File: config.mk
export PLATFORM = sky130hd
export DESIGN_NAME = miss_track_pool
export DESIGN_NICKNAME = d
export VERILOG_FILES = /design/src/rtl/mtp_pkg.sv /design/src/rtl/mtp_cmd_arb.sv /design/src/rtl/mtp_entry.sv /design/src/rtl/mtp_issue.sv /design/src/rtl/miss_track_pool.sv
export SDC_FILE = /design/constraint.sdc
export NUM_CORES = 2
export LEC_CHECK = 0
export ABC_CLOCK_PERIOD_IN_PS = 65200
export BUFFER_PORTS_ARGS = -buffer_cell sky130_fd_sc_hd__buf_4
export CORE_MARGIN = 4
export CORE_UTILIZATION = 45
export DETAILED_ROUTE_END_ITERATION = 8
export SLEW_MARGIN = 30
export SYNTH_ARGS = -nofsm -noshare
export SYNTH_HDL_FRONTEND = slang
export SYNTH_HIERARCHICAL = 1
export SYNTH_SLANG_ARGS = --single-unit
File: constraint.sdc
create_clock -name clk -period 65.2 [get_ports clk]
set_input_delay 13.04 -clock clk [delete_from_list [all_inputs] [get_ports clk]]
set_output_delay 13.04 -clock clk [all_outputs]
set_load 0.05 [all_outputs]
File: src/rtl/mtp_pkg.sv
package mtp_pkg;

   typedef enum logic [1:0] {
      ES_FREE = 2'd0,
      ES_PEND = 2'd1,
      ES_SVC  = 2'd2
   } ent_state_e;

   typedef enum logic [3:0] {
      OP_NONE  = 4'd0,
      OP_FREE  = 4'd1,
      OP_FDEAL = 4'd2,
      OP_SVC   = 4'd3,
      OP_PEND  = 4'd4,
      OP_PROM  = 4'd5,
      OP_DELAY = 4'd6,
      OP_MERGE = 4'd7,
      OP_ALLOC = 4'd8
   } op_e;

endpackage

File: src/rtl/mtp_cmd_arb.sv
module mtp_cmd_arb
   import mtp_pkg::*;
(
   input  logic free_i,
   input  logic fdealloc_i,
   input  logic svc_i,
   input  logic pend_i,
   input  logic promote_i,
   input  logic delay_i,
   input  logic merge_i,
   input  logic alloc_i,
   output op_e  req_op_o
);
   // fixed priority: release paths first, allocation last
   always_comb begin
      if      (free_i)     req_op_o = OP_FREE;
      else if (fdealloc_i) req_op_o = OP_FDEAL;
      else if (svc_i)      req_op_o = OP_SVC;
      else if (pend_i)     req_op_o = OP_PEND;
      else if (promote_i)  req_op_o = OP_PROM;
      else if (delay_i)    req_op_o = OP_DELAY;
      else if (merge_i)    req_op_o = OP_MERGE;
      else if (alloc_i)    req_op_o = OP_ALLOC;
      else                 req_op_o = OP_NONE;
   end
endmodule

File: src/rtl/mtp_entry.sv
module mtp_entry
   import mtp_pkg::*;
#(
   parameter int IW     = 3,
   parameter int ADDR_W = 32,
   parameter int SIZE_W = 8,
   parameter int TIME_W = 16,
   parameter int ORD_W  = 16,
   parameter int TGT_W  = 3
) (
   input  logic              clk,
   input  logic              rst_n,
   input  logic              sel_i,
   input  op_e               op_i,
   input  logic [ADDR_W-1:0] addr_i,
   input  logic [SIZE_W-1:0] size_i,
   input  logic [TIME_W-1:0] ready_i,
   input  logic [ORD_W-1:0]  order_i,
   input  logic              resp_i,
   input  logic [TIME_W-1:0] dly_i,
   input  logic [IW-1:0]     tail_rank_i,
   input  logic [IW-1:0]     sel_rank_i,
   input  logic [IW-1:0]     dly_pos_i,
   input  logic              list_rm_i,
   input  logic              promote_i,
   input  logic              dly_move_i,
   output ent_state_e        state_o,
   output logic [IW-1:0]     rank_o,
   output logic [TIME_W-1:0] ready_o,
   output logic [ADDR_W-1:0] addr_o,
   output logic [SIZE_W-1:0] size_o,
   output logic [ORD_W-1:0]  order_o,
   output logic [TGT_W-1:0]  tgt_o
);
   localparam logic [TGT_W-1:0] TGT_ONE = TGT_W'(1);

   always_ff @(posedge clk) begin
      if (!rst_n) begin
         state_o <= ES_FREE;
         rank_o  <= '0;
         ready_o <= '0;
         addr_o  <= '0;
         size_o  <= '0;
         order_o <= '0;
         tgt_o   <= '0;
      end else if (sel_i) begin
         unique case (op_i)
            OP_ALLOC: begin
               state_o <= ES_PEND;
               rank_o  <= tail_rank_i;
               ready_o <= ready_i;
               addr_o  <= addr_i;
               size_o  <= size_i;
               order_o <= order_i;
               tgt_o   <= TGT_ONE;
            end
            OP_FREE: begin
               state_o <= ES_FREE;
               tgt_o   <= '0;
            end
            OP_FDEAL: begin
               if (tgt_o <= TGT_ONE) begin
                  state_o <= ES_FREE;
                  tgt_o   <= '0;
               end else begin
                  tgt_o <= tgt_o - TGT_ONE;
               end
            end
            OP_SVC:   state_o <= resp_i ? ES_SVC : ES_FREE;
            OP_PEND: begin
               state_o <= ES_PEND;
               rank_o  <= tail_rank_i;
            end
            OP_PROM:  rank_o <= '0;
            OP_DELAY: begin
               ready_o <= ready_o + dly_i;
               if (state_o == ES_PEND) rank_o <= dly_pos_i;
            end
            OP_MERGE: tgt_o <= tgt_o + TGT_ONE;
            default: ;
         endcase
      end else if (state_o == ES_PEND) begin
         // neighbours shift to keep the ranks dense
         if (list_rm_i && rank_o > sel_rank_i)
            rank_o <= rank_o - IW'(1);
         else if (promote_i && rank_o < sel_rank_i)
            rank_o <= rank_o + IW'(1);
         else if (dly_move_i && rank_o > sel_rank_i && rank_o <= dly_pos_i)
            rank_o <= rank_o - IW'(1);
      end
   end
endmodule

File: src/rtl/mtp_issue.sv
module mtp_issue
   import mtp_pkg::*;
#(
   parameter int N         = 8,
   parameter int IW        = 3,
   parameter int TIME_W    = 16,
   parameter bit GATE_TIME = 1'b1
) (
   input  ent_state_e [N-1:0]             st_a,
   input  logic       [N-1:0][IW-1:0]     rk_a,
   input  logic       [N-1:0][TIME_W-1:0] rd_a,
   input  logic       [TIME_W-1:0]        now_i,
   output logic       [N-1:0]             head_vec_o,
   output logic       [IW-1:0]            head_idx_o,
   output logic                           issue_ok_o
);
   logic found;

   always_comb begin
      head_idx_o = '0;
      found      = 1'b0;
      for (int i = 0; i < N; i++) begin
         head_vec_o[i] = (st_a[i] == ES_PEND) && (rk_a[i] == '0);
         if (head_vec_o[i]) begin
            head_idx_o = IW'(i);
            found      = 1'b1;
         end
      end
   end

   generate
      if (GATE_TIME) begin : g_timed
         assign issue_ok_o = found && (now_i >= rd_a[head_idx_o]);
      end else begin : g_untimed
         logic [TIME_W-1:0] unused_now;
         assign unused_now = now_i ^ rd_a[head_idx_o];
         assign issue_ok_o = found;
      end
   endgenerate
endmodule

File: src/rtl/miss_track_pool.sv
module miss_track_pool
   import mtp_pkg::*;
#(
   parameter int NUM_ENT   = 8,
   parameter int GEN_RSV   = 1,
   parameter int DEM_RSV   = 2,
   parameter int ADDR_W    = 32,
   parameter int SIZE_W    = 8,
   parameter int TIME_W    = 16,
   parameter int ORD_W     = 16,
   parameter int TGT_W     = 3,
   parameter bit GATE_TIME = 1'b1,
   localparam int IW       = $clog2(NUM_ENT),
   localparam int CW       = $clog2(NUM_ENT + 1)
) (
   input  logic              clk,
   input  logic              rst_n,
   input  logic [TIME_W-1:0] now_i,
   input  logic              alloc_i,
   input  logic [ADDR_W-1:0] alloc_addr_i,
   input  logic [SIZE_W-1:0] alloc_size_i,
   input  logic [TIME_W-1:0] alloc_ready_i,
   input  logic [ORD_W-1:0]  alloc_order_i,
   input  logic [IW-1:0]     cmd_idx_i,
   input  logic              free_i,
   input  logic              fdealloc_i,
   input  logic              svc_i,
   input  logic              svc_resp_i,
   input  logic              pend_i,
   input  logic              promote_i,
   input  logic              delay_i,
   input  logic [TIME_W-1:0] delay_cyc_i,
   input  logic              merge_i,
   output logic [IW-1:0]     alloc_idx_o,
   output logic              alloc_err_o,
   output logic              fd_not_full_o,
   output logic              full_o,
   output logic              pending_o,
   output logic              prefetch_ok_o,
   output logic              issue_valid_o,
   output logic [IW-1:0]     issue_idx_o,
   output logic [ADDR_W-1:0] issue_addr_o,
   output logic [SIZE_W-1:0] issue_size_o,
   output logic [ORD_W-1:0]  issue_order_o
);
   localparam int N = NUM_ENT;
   localparam logic [CW-1:0] FULL_LIM = CW'(NUM_ENT - GEN_RSV);
   localparam logic [CW-1:0] PF_LIM   = CW'(NUM_ENT - (GEN_RSV + 1 + DEM_RSV));
   localparam logic [IW:0]   IDX_LIM  = (IW+1)'(NUM_ENT);

   generate
      if (NUM_ENT < 2) begin : g_bad_n
         $error("miss_track_pool: NUM_ENT must be at least 2");
      end
      if (GEN_RSV < 0 || DEM_RSV < 0) begin : g_bad_rsv
         $error("miss_track_pool: reserves must not be negative");
      end
      if (NUM_ENT <= GEN_RSV + 1 + DEM_RSV) begin : g_bad_pf
         $error("miss_track_pool: reserves leave no room for prefetch");
      end
      if (TGT_W < 1) begin : g_bad_tgt
         $error("miss_track_pool: TGT_W must be at least 1");
      end
   endgenerate

   ent_state_e [N-1:0]             st_a;
   logic       [N-1:0][IW-1:0]     rk_a;
   logic       [N-1:0][TIME_W-1:0] rd_a;
   logic       [N-1:0][ADDR_W-1:0] ad_a;
   logic       [N-1:0][SIZE_W-1:0] sz_a;
   logic       [N-1:0][ORD_W-1:0]  od_a;
   logic       [N-1:0][TGT_W-1:0]  tg_a;
   logic       [N-1:0]             head_vec;

   op_e               req_op, eff_op;
   logic [CW-1:0]     n_alloc, n_pend, n_after;
   logic [IW-1:0]     free_idx, tgt_idx, dly_pos;
   logic              has_free, idx_ok, op_ok, fd_frees;
   logic              list_rm, prom_go, dly_move;
   ent_state_e        sel_st;
   logic [IW-1:0]     sel_rank;
   logic [TIME_W-1:0] dly_new;
   logic [TGT_W-1:0]  sel_tgt;

   mtp_cmd_arb u_arb (
      .free_i    (free_i),
      .fdealloc_i(fdealloc_i),
      .svc_i     (svc_i),
      .pend_i    (pend_i),
      .promote_i (promote_i),
      .delay_i   (delay_i),
      .merge_i   (merge_i),
      .alloc_i   (alloc_i),
      .req_op_o  (req_op)
   );

   // occupancy counts and lowest free entry
   always_comb begin
      n_alloc  = '0;
      n_pend   = '0;
      free_idx = '0;
      has_free = 1'b0;
      for (int i = N - 1; i >= 0; i--) begin
         if (st_a[i] != ES_FREE) n_alloc = n_alloc + CW'(1);
         if (st_a[i] == ES_PEND) n_pend  = n_pend + CW'(1);
         if (st_a[i] == ES_FREE) begin
            free_idx = IW'(i);
            has_free = 1'b1;
         end
      end
   end

   assign full_o        = n_alloc > FULL_LIM;
   assign prefetch_ok_o = n_alloc < PF_LIM;
   assign pending_o     = n_pend != '0;
   assign alloc_idx_o   = free_idx;

   assign idx_ok   = {1'b0, cmd_idx_i} < IDX_LIM;
   assign sel_st   = st_a[cmd_idx_i];
   assign sel_rank = rk_a[cmd_idx_i];
   assign sel_tgt  = tg_a[cmd_idx_i];
   assign fd_frees = sel_tgt <= TGT_W'(1);

   // legality of the winning command against the addressed entry
   always_comb begin
      unique case (req_op)
         OP_FREE, OP_FDEAL, OP_DELAY: op_ok = idx_ok && sel_st != ES_FREE;
         OP_SVC, OP_PROM:             op_ok = idx_ok && sel_st == ES_PEND;
         OP_PEND:                     op_ok = idx_ok && sel_st == ES_SVC;
         OP_MERGE: op_ok = idx_ok && sel_st != ES_FREE && sel_tgt != '1;
         OP_ALLOC:                    op_ok = !full_o && has_free;
         default:                     op_ok = 1'b0;
      endcase
   end

   assign eff_op  = op_ok ? req_op : OP_NONE;
   assign tgt_idx = (req_op == OP_ALLOC) ? free_idx : cmd_idx_i;

   assign list_rm  = sel_st == ES_PEND &&
                     (eff_op == OP_FREE || eff_op == OP_SVC ||
                      (eff_op == OP_FDEAL && fd_frees));
   assign prom_go  = eff_op == OP_PROM;
   assign dly_move = eff_op == OP_DELAY && sel_st == ES_PEND;

   // delay: land behind the last listed-later entry now due sooner
   always_comb begin
      dly_new = rd_a[cmd_idx_i] + delay_cyc_i;
      dly_pos = sel_rank;
      for (int j = 0; j < N; j++) begin
         if (st_a[j] == ES_PEND && rk_a[j] > sel_rank &&
             rd_a[j] < dly_new && rk_a[j] > dly_pos)
            dly_pos = rk_a[j];
      end
   end

   assign n_after       = n_alloc - ((eff_op == OP_FDEAL && fd_frees) ? CW'(1) : CW'(0));
   assign fd_not_full_o = eff_op == OP_FDEAL && !(n_after > FULL_LIM);
   assign alloc_err_o   = req_op == OP_ALLOC && full_o;

   generate
      for (genvar g = 0; g < N; g++) begin : g_ent
         mtp_entry #(
            .IW(IW), .ADDR_W(ADDR_W), .SIZE_W(SIZE_W),
            .TIME_W(TIME_W), .ORD_W(ORD_W), .TGT_W(TGT_W)
         ) u_ent (
            .clk        (clk),
            .rst_n      (rst_n),
            .sel_i      (eff_op != OP_NONE && tgt_idx == IW'(g)),
            .op_i       (eff_op),
            .addr_i     (alloc_addr_i),
            .size_i     (alloc_size_i),
            .ready_i    (alloc_ready_i),
            .order_i    (alloc_order_i),
            .resp_i     (svc_resp_i),
            .dly_i      (delay_cyc_i),
            .tail_rank_i(IW'(n_pend)),
            .sel_rank_i (sel_rank),
            .dly_pos_i  (dly_pos),
            .list_rm_i  (list_rm),
            .promote_i  (prom_go),
            .dly_move_i (dly_move),
            .state_o    (st_a[g]),
            .rank_o     (rk_a[g]),
            .ready_o    (rd_a[g]),
            .addr_o     (ad_a[g]),
            .size_o     (sz_a[g]),
            .order_o    (od_a[g]),
            .tgt_o      (tg_a[g])
         );
      end
   endgenerate

   mtp_issue #(
      .N(N), .IW(IW), .TIME_W(TIME_W), .GATE_TIME(GATE_TIME)
   ) u_issue (
      .st_a      (st_a),
      .rk_a      (rk_a),
      .rd_a      (rd_a),
      .now_i     (now_i),
      .head_vec_o(head_vec),
      .head_idx_o(issue_idx_o),
      .issue_ok_o(issue_valid_o)
   );

   assign issue_addr_o  = ad_a[issue_idx_o];
   assign issue_size_o  = sz_a[issue_idx_o];
   assign issue_order_o = od_a[issue_idx_o];

endmodule

==> metrics.md <==
| Metric | Value |
|---|---|
| Startpoint Class | `input pin` |
| I/O pin cnt | `~190` |
| Grt peak-use layer | `met2` |
| H-tree Lvls | `3` |
| Power Density | `17.32 nW/um^2` |
| Clk slew on worst S/H paths | `around 60 ps` |
| Vias in the first global route | `slightly above 40000` |
| Layout cell share with drive strength beyond 1 | `13.82%` |
| Longest Clk Path Bufs | `3` |
| Final min period | `between 30000 and 40000 ps` |
| Die Ht | `approximately 330 microns` |
| Worst hold endpoint | `g_ent[6].u_ent/addr_o[23]` |
| Final HPWL DP | `between 100000 and 150000 microns` |
| Non-filler instance count after layout | `between 7000 and 8000` |
| Most common cell after layout, fill and taps aside | `nand2_1` |
| Final clock skew | `20.40 ps` |
| Area after DPL | `about 49000 sq um` |
| Clk sinks | `640` |
| FF-to-FF setup slack | `~47000 ps` |
| VDD IR max | `around 0.000016 V` |
| Initial Utilization | `45.39%` |
| Post-Place Cells | `roughly 6900` |
| Core area | `slightly above 100000 sq um` |
| Routed WL per cell | `23.09 microns` |
| Max-Cap Viols | `0` |
| Met3 Use GR | `3.833%` |
| Slew HR | `27.78%` |
| Crit Path Class | `input pin to flip-flop` |
| Setup WS pre-CTS | `around 34000 ps` |
| RR Startpoint | `g_ent[4].u_ent/ready_o[0]` |
| DRC | `0` |
| Die area | `between 100000 and 150000 sq um` |
| Final WS setup | `between 30000 and 40000 ps` |
| Worst Reg2Reg Path Length in Cells | `between 70 and 80` |
| Slew Viols, Final | `0` |
| Setup TNS | `0 ps` |
| Grt total ovfl | `0` |
| Hold buffers post-CTS | `0` |
| Delay-heaviest family, CP | `compound AO/OA/AOI/OAI gates` |
| Design area | `about 51000 sq um` |
| Final period util | `~47%` |
| Buf+Inv Stages, Crit Path | `4` |
| Status | `completed` |
| DR pass1 iterations | `7` |
| Cell repeated most along the worst path | `ha_1` |
| Pin count of the biggest net entering global routing | `between 60 and 70` |
| Clk_lat worst skew | `between 600 and 700 ps` |
| Synth Net Count | `about 6200` |
| Post-Route WL | `163500 microns` |
| Crit. End Element | `flip-flop` |
| Drt via density | `6.127` |
| P_leak | `slightly below 0.02 uW` |
| Total GRT Usage | `29.34%` |
| Clock root buffer master | `clkbuf_16` |
| Hold crit path type | `flip-flop to flip-flop` |
| Met2 usage | `approximately 46%` |
| Worst r2r dst | `g_ent[1].u_ent/rank_o[0]` |
| Via Count | `43391` |
| CTS tree | `built` |
| Mapped Cells | `between 5000 and 6000` |
| PortBufs | `around 190` |
| RSZ-0062 raised after global routing | `no` |
| Overall power | `between 800 and 900 uW` |
| Placement Rows | `about 120` |
| Met1 Resource Use GR | `~42%` |
| Post-CTS Setup Inserts | `0` |
| Nets | `between 6000 and 7000` |
| Hold depth | `2` |
| Initial antenna violation count | `3` |
| Mean area per synthesized cell | `between 8 and 9 sq um` |
| Mapped cell area | `46250 sq um` |
| Area growth, synth to finish | `10.90%` |
| Fmax | `0.03242 GHz` |
| Synth Warn # | `6` |
| CTS buffer count | `77` |
| HP Start | `g_ent[6].u_ent/addr_o[23]` |
| Die Wd | `328.6 microns` |
| Gpl congestion | `between 0.9 and 1` |
| Most frequent cells in the layout | `nand2_1 (1227), a21oi_1 (790), dfxtp_1 (640)` |
| Critical-path top delay cell | `xor2_1` |
| Worst Path Required | `around 66000 ps` |
| Arr. time, crit path | `approximately 31000 ps` |
| Iter 0 DRT Violations | `4648` |
| First-pass GRT wire length | `about 250000 microns` |
| Peak fanout along the critical path | `26` |
| Final Hold Vio Count | `0` |
| Fillers | `~9800` |
| Post-cts resize count | `0` |
| Slew at the pin with the worst max-slew slack | `1083 ps` |
| # setup viols final | `0` |
| Crit path largest cell delay | `630 ps` |
| Routed Antenna Nets | `0` |
stage by stage:
stage	hold WS (ps)	util, %
3_5_place_dp	443.7	47.75
6_report	450.1	50.34
2_1_floorplan	433.1	-
3_3_place_gp	438.0	47.73
4_1_cts	451.4	50.32
5_1_grt	463.5	50.34
registers in the layout, summed over array words and instances, names as in the netlist:
name                 count
g_ent.u_ent/addr_o     256
g_ent.u_ent/order_o    128
g_ent.u_ent/ready_o    128
g_ent.u_ent/size_o      64
g_ent.u_ent/rank_o      24
g_ent.u_ent/tgt_o       24
g_ent.u_ent/state_o     16
worst max-delay path by stage:
stage / start / end / slack, ps / depth (start not counted)
after detailed placement: cmd_idx_i[0] / g_ent[1].u_ent/rank_o[0] / 33900 / 76
after global placement: cmd_idx_i[0] / g_ent[2].u_ent/rank_o[0] / 34290 / 76
after global routing: cmd_idx_i[0] / g_ent[1].u_ent/rank_o[0] / 33260 / 76
final: cmd_idx_i[0] / g_ent[1].u_ent/rank_o[0] / 34360 / 76
after floorplan: cmd_idx_i[0] / g_ent[7].u_ent/rank_o[0] / 34450 / 75
after CTS: cmd_idx_i[0] / g_ent[1].u_ent/rank_o[0] / 34530 / 76
worst reg2reg max path, delay by kind of cell (launching register included):
family,cells,cell delay (ps)
flip-flops,1,390
multiplexers,7,2520
XOR/XNOR,1,630
buffers and inverters,3,460
AND/OR/NAND/NOR,20,2880
AO/OA/AOI/OAI,30,7090
adder cells (fa/ha/maj),14,4270
where the power goes:
group	total (uW)	switching, uW	leakage [uW]	internal [uW]
clock network	444	183	0.00129	262
registers	391	0.000481	0.00515	391
logic	53.0	36.5	0.0129	16.5
total	889	219	0.0193	669
area by class of cell:
type / instances / area (sq um) / share of cell area, %
inverter: 183 / 714.4 / 1.393
clock inverter: 27 / 321.6 / 0.6270
clock buffer: 114 / 2298 / 4.481
timing repair buffer: 257 / 1952 / 3.806
tap: 1368 / 1712 / 3.337
multi-input combinational: 4490 / 31470 / 61.36
sequential: 640 / 12810 / 24.98
antenna: 3 / 7.507 / 0.01464
layer usage:
metal	vias to the layer above	wire [microns]
li1	20525	-
met1	20840	73580
met2	1750	72020
met3	276	12140
met4	0	5781
met5	-	0
No activity file was read; power rests on OpenSTA's default activity.
